[config.mk]
export PLATFORM = sky130hd
export DESIGN_NAME = irq_urgency_arbiter
export DESIGN_NICKNAME = d
export VERILOG_FILES = /design/src/rtl/irqarb_pkg.sv /design/src/rtl/irqarb_pending.sv /design/src/rtl/irqarb_prio_map.sv /design/src/rtl/irqarb_select.sv /design/src/rtl/irq_urgency_arbiter.sv
export SDC_FILE = /design/constraint.sdc
export NUM_CORES = 1
export LEC_CHECK = 0
export ABC_AREA = 1
export BUFFER_PORTS_ARGS = -buffer_cell sky130_fd_sc_hd__buf_4
export CORE_ASPECT_RATIO = 0.5
export CORE_MARGIN = 4
export CORE_UTILIZATION = 55
export DETAILED_ROUTE_END_ITERATION = 7
export PLACE_DENSITY = 0.89
export SLEW_MARGIN = 20
export SYNTH_ARGS = -nofsm -noshare
export SYNTH_HDL_FRONTEND = slang
export SYNTH_SLANG_ARGS = --single-unit
[constraint.sdc]
create_clock -name clk -period 24.7 [get_ports clk]
set_input_delay 2.47 -clock clk [delete_from_list [all_inputs] [get_ports clk]]
set_output_delay 2.47 -clock clk [all_outputs]
set_load 0.05 [all_outputs]
[src/rtl/irqarb_pkg.sv]
package irqarb_pkg;
  localparam int EFF_W    = 8;
  localparam int URG_W    = 10;
  localparam int IRQ_BASE = 16;
  localparam int NSYS     = 3;

  typedef logic signed [URG_W-1:0] urg_t;

  localparam urg_t IDLE_URG = 10'sd256;
endpackage

[src/rtl/irqarb_pending.sv]
module irqarb_pending
  import irqarb_pkg::*;
#(
  parameter int LINES     = 8,
  parameter int FIRST_NUM = 16,
  parameter int EXC_W     = 5
) (
  input  logic             clk,
  input  logic             rst_n,
  input  logic [LINES-1:0] req,
  input  logic             ack_valid,
  input  logic [EXC_W-1:0] ack_num,
  output logic [LINES-1:0] pend
);
  logic [LINES-1:0] req_q;

  always_ff @(posedge clk) begin
    if (!rst_n) req_q <= '0;
    else        req_q <= req;
  end

  for (genvar i = 0; i < LINES; i++) begin : g_line
    logic rise, clr;
    assign rise = req[i] & ~req_q[i];
    assign clr  = ack_valid && (ack_num == EXC_W'(FIRST_NUM + i));
    always_ff @(posedge clk) begin
      if (!rst_n) pend[i] <= 1'b0;
      else        pend[i] <= rise | (pend[i] & ~clr);
    end
  end
endmodule

[src/rtl/irqarb_prio_map.sv]
module irqarb_prio_map
  import irqarb_pkg::*;
#(
  parameter int PRIO_W = 3
) (
  input  logic [PRIO_W-1:0] prio,
  input  logic              nonsec,
  input  logic              demote,
  output urg_t              urg
);
  localparam int SEC_SH = EFF_W - PRIO_W;
  localparam int NS_SH  = SEC_SH - 1;

  logic [EFF_W-1:0] sec_val, ns_val, pick;

  assign sec_val = EFF_W'(prio) << SEC_SH;
  assign ns_val  = (EFF_W'(1) << (EFF_W - 1)) | (EFF_W'(prio) << NS_SH);
  assign pick    = (nonsec && demote) ? ns_val : sec_val;
  assign urg     = urg_t'({{(URG_W-EFF_W){1'b0}}, pick});
endmodule

[src/rtl/irqarb_select.sv]
module irqarb_select
  import irqarb_pkg::*;
#(
  parameter int NCAND = 11,
  parameter int EXC_W = 5
) (
  input  logic [NCAND-1:0] cand_valid,
  input  urg_t             cand_urg [NCAND],
  input  logic [EXC_W-1:0] cand_num [NCAND],
  output logic             any,
  output urg_t             best_urg,
  output logic [EXC_W-1:0] best_num
);
  always_comb begin
    any      = 1'b0;
    best_urg = IDLE_URG;
    best_num = '0;
    for (int i = 0; i < NCAND; i++) begin
      if (cand_valid[i] && (!any || cand_urg[i] < best_urg)) begin
        any      = 1'b1;
        best_urg = cand_urg[i];
        best_num = cand_num[i];
      end
    end
  end
endmodule

[src/rtl/irq_urgency_arbiter.sv]
module irq_urgency_arbiter
  import irqarb_pkg::*;
#(
  parameter int  NUM_IRQ = 8,
  parameter int  PRIO_W  = 3,
  localparam int EXC_W   = $clog2(IRQ_BASE + NUM_IRQ),
  localparam int NCAND   = NSYS + NUM_IRQ
) (
  input  logic                      clk,
  input  logic                      rst_n,
  input  logic [NUM_IRQ-1:0]        irq_req,
  input  logic [NUM_IRQ*PRIO_W-1:0] irq_prio,
  input  logic [NUM_IRQ-1:0]        irq_nonsec,
  input  logic                      ns_demote,
  input  logic [NSYS-1:0]           sys_req,
  input  logic                      ack_valid,
  input  logic [EXC_W-1:0]          ack_num,
  input  logic                      active_valid,
  input  logic signed [URG_W-1:0]   active_prio,
  output logic                      win_valid,
  output logic [EXC_W-1:0]          win_num,
  output logic signed [URG_W-1:0]   win_prio,
  output logic                      preempt
);
  logic [NSYS-1:0]    sys_pend;
  logic [NUM_IRQ-1:0] irq_pend;

  irqarb_pending #(.LINES(NSYS), .FIRST_NUM(1), .EXC_W(EXC_W)) u_sys_pend (
    .clk(clk), .rst_n(rst_n), .req(sys_req),
    .ack_valid(ack_valid), .ack_num(ack_num), .pend(sys_pend)
  );

  irqarb_pending #(.LINES(NUM_IRQ), .FIRST_NUM(IRQ_BASE), .EXC_W(EXC_W)) u_irq_pend (
    .clk(clk), .rst_n(rst_n), .req(irq_req),
    .ack_valid(ack_valid), .ack_num(ack_num), .pend(irq_pend)
  );

  urg_t             cand_urg [NCAND];
  logic [EXC_W-1:0] cand_num [NCAND];
  logic [NCAND-1:0] cand_valid;

  assign cand_valid = {irq_pend, sys_pend};

  for (genvar k = 0; k < NSYS; k++) begin : g_sys
    assign cand_urg[k] = urg_t'(k - NSYS);
    assign cand_num[k] = EXC_W'(k + 1);
  end

  for (genvar i = 0; i < NUM_IRQ; i++) begin : g_irq
    irqarb_prio_map #(.PRIO_W(PRIO_W)) u_map (
      .prio(irq_prio[i*PRIO_W +: PRIO_W]),
      .nonsec(irq_nonsec[i]),
      .demote(ns_demote),
      .urg(cand_urg[NSYS+i])
    );
    assign cand_num[NSYS+i] = EXC_W'(IRQ_BASE + i);
  end

  logic             any;
  urg_t             best_urg;
  logic [EXC_W-1:0] best_num;

  irqarb_select #(.NCAND(NCAND), .EXC_W(EXC_W)) u_sel (
    .cand_valid(cand_valid), .cand_urg(cand_urg), .cand_num(cand_num),
    .any(any), .best_urg(best_urg), .best_num(best_num)
  );

  urg_t active_urg;
  logic take;

  assign active_urg = active_valid ? active_prio : IDLE_URG;
  assign take       = any && (best_urg < active_urg);

  always_ff @(posedge clk) begin
    if (!rst_n) begin
      win_valid <= 1'b0;
      win_num   <= '0;
      win_prio  <= IDLE_URG;
      preempt   <= 1'b0;
    end else begin
      win_valid <= any;
      win_num   <= best_num;
      win_prio  <= best_urg;
      preempt   <= take;
    end
  end
endmodule

==> key figures <==
Floorplan
  – Initial Util: 0.578
  – I/O pin count: 80
  – Die Span Y: 62.2 µm
  – Die area: 7240 µm²
  – Die width: 116 µm
  – Core area: 5590 µm²
  – FP Rows: 19

STA
  – Worst slew margin relative to its limit: 0.615
  – Least-Margin Pin Slew: 0.575 ns
  – Setup TNS: 0 ns
  – Tmin final: 12.98 ns
  – Setup-failing EPs final: 0
  – RSZ-0062 raised after global routing: no
  – Max frequency: 0.0770 GHz
  – Ratio of final minimum period to clock period: 0.526
  – Fin. Hold Viols: 0
  – Final slew viol count: 0
  – Worst Setup Slack, final: 11.72 ns
  – Clock skew: 0.00163 ns

Clock tree
  – CTS tree: done
  – # Post-CTS Setup Buffers: 0
  – Num CTS Buffers: 5
  – CTS-repair resized insts: 0
  – Worst-skew pair later-pin latency: 0.28 ns
  – # hold bufs at CTS: 0
  – CTS root buffer: clkbuf_16
  – Deepest clock path buffer count: 2
  – Clock-pin slew on the worst setup and hold paths: 0.06 ns
  – H-tree Lvls: 2
  – Clock sink count: 36

Yosys
  – Synth unique cells: 39
  – Mapped Avg Cell Area: 6.67 µm²
  – Sequential fraction of the synthesis area: 0.223
  – Count leader, synth: nand2_1
  – Synth top cells by count: nand2_1 (118), inv_1 (75), ha_1 (37), dfxtp_1 (36), nor2_1 (34)
  – Yosys top cell area share: 0.223
  – Post-synth EDFFs: 0
  – Synth Flop Type: dfxtp_1
  – Post-synthesis register bit count: 36
  – Ranking of synthesized cells by area: dfxtp_1 (22%), ha_1 (14%), nand2_1 (14%)
  – Post-synthesis cell area: 3230 µm²
  – Ys Warns: 0
  – Net count after synthesis: 584
  – Asr flop ratio synth: 0
  – Post-Synthesis Cells: 484
  – Leading area contributor after synthesis: dfxtp_1

Power and ir drop
  – VDD IR max: 0.0000498 V
  – Sw Share: 0.409
  – Leakage: 2.27 nW
  – Sequential Power Share: 0.270
  – P_sw: 104 µW
  – Cell-internal power: 150 µW
  – Power Total: 254 µW
  – Power Dens Cells: 63.5 nW/µm²
  – Clock power frac: 0.257
  – Gate power share: 0.472

Setup path
  – Worst-path maximum fanout: 10
  – Reg-to-Reg Start: u_sys_pend.pend[2]
  – Crit path DAT: 13.16 ns
  – CP Launch Point: ns_demote
  – Max incr delay on CP: 0.39 ns
  – Critical-path top delay cell: or2_2
  – Crit-path most repeated cell: nand2_1
  – Critical Setup Path Class: in -> reg
  – Worst Setup Start Kind: input pin
  – CP Data Required Time: 24.88 ns
  – Critical path capture point type: register

Global route
  – Antenna violations before repair: 0
  – Total GRT Usage: 0.234
  – First-pass GRT wire length: 13900 µm
  – Pin count of the biggest net entering global routing: 21
  – Vias in the first global route: 3039
  – Grt ovf: 0

Cells and area
  – Share of layout cells above drive strength 1: 0.234
  – Finished Layout Cells: 633
  – Area Growth Syn to Fin: 23.8%
  – # diodes: 0
  – Final nets: 659

Run status
  – Status: finished clean

Placement
  – Number of buffers added on ports: 78
  – Cells after DPL: 625
  – Gpl congestion: 0.908
  – Pre-CTS setup slack: 11.65 ns
  – Post-DP HPWL: 6550 µm

Detailed routing
  – 1st-iter DRT viols: 208
  – Total wire length: 8270 µm
  – DR vias: 3358
  – Routed Antenna Nets: 0
  – Via/cell ratio: 5.30
  – Remaining DRCs: 0
  – Drt pass-1 iters: 5
  – Routed len/inst: 13.1 µm

Hold path
  – Hold Crit Class: reg -> reg
  – Hold Crit Start: u_irq_pend.req_q[1]

Job
  – Count of max-cap constraint violations: 0
flip-flops by register name (all words and copies together), names as in the netlist:
signal            count
u_irq_pend.pend       8
preempt               1
u_irq_pend.req_q      8
win_prio              8
win_valid             1
u_sys_pend.req_q      3
win_num               4
u_sys_pend.pend       3
layout make-up:
class / count / area (µm²)
clock inverters: 1 / 7.51
repair buffers: 78 / 586
flip-flops and latches: 36 / 721
multi-input cells: 357 / 2150
clock buffers: 7 / 143
inverters: 81 / 304
well taps: 73 / 91.3
fillers: 459 / 1590
cells in the final DEF, fill, tap and decap left out, types with 9 or more instances in the layout:
cell,count
nand3_1,31
dfxtp_1,36
inv_1,75
o21ai_0,24
buf_4,78
nand4_1,9
nand3_2,15
and2_1,12
nand2_1,118
ha_1,37
a21oi_1,19
nor2_1,34
power groups by stage:
stage          clock (mW)  sequential, mW  combinational (mW)
6_report           0.0654          0.0687               0.120
5_1_grt            0.0698          0.0694               0.133
4_1_cts            0.0658          0.0686               0.119
3_5_place_dp            0          0.0697               0.118
3_3_place_gp            0          0.0696               0.113
2_1_floorplan           0          0.0826              0.0727
routing by layer:
layer / GRT usage / up-vias / part of all wire
li1: - / 1732 / -
met1: 0.333 / 1501 / 0.47
met2: 0.369 / 113 / 0.45
met3: 0.0388 / 12 / 0.065
met4: 0.0507 / 0 / 0.011
met5: 0 / - / 0
stage by stage:
step                      cell area, µm²  hold WS [ns]   util
after floorplan                     3230         0.399      -
after global placement              3850         0.402  0.689
after detailed placement            3850         0.409  0.689
after CTS                           4000         0.416  0.716
after global routing                4000         0.437  0.716
final                               4000         0.415  0.716
worst paths after layout:
| check | to | slack [ns] | depth (start not counted) |
|---|---|---|---|
| hold reg to reg | u_irq_pend.pend[1] | 0.42 | 1 |
| setup reg to reg | preempt | 13.41 | 71 |
| setup / recovery | preempt | 11.72 | 72 |
| hold / removal | u_irq_pend.pend[1] | 0.42 | 1 |
worst max-delay path, delay by kind of cell:
| family | cells | cell delay [ns] |
|---|---|---|
| adder cells (fa/ha/maj) | 8 | 2.12 |
| AND/OR/NAND/NOR | 33 | 4.67 |
| buffers and inverters | 8 | 0.82 |
| XOR/XNOR | 1 | 0.14 |
| AO/OA/AOI/OAI | 22 | 2.92 |
cell families after synthesis:
family	share of synthesized area
AND/OR/NAND/NOR	0.382
XOR/XNOR	0.00271
adder cells (fa/ha/maj)	0.143
buffers and inverters	0.112
other	0.00116
flip-flops	0.223
AO/OA/AOI/OAI	0.135
(Power assumes the default switching activity.)
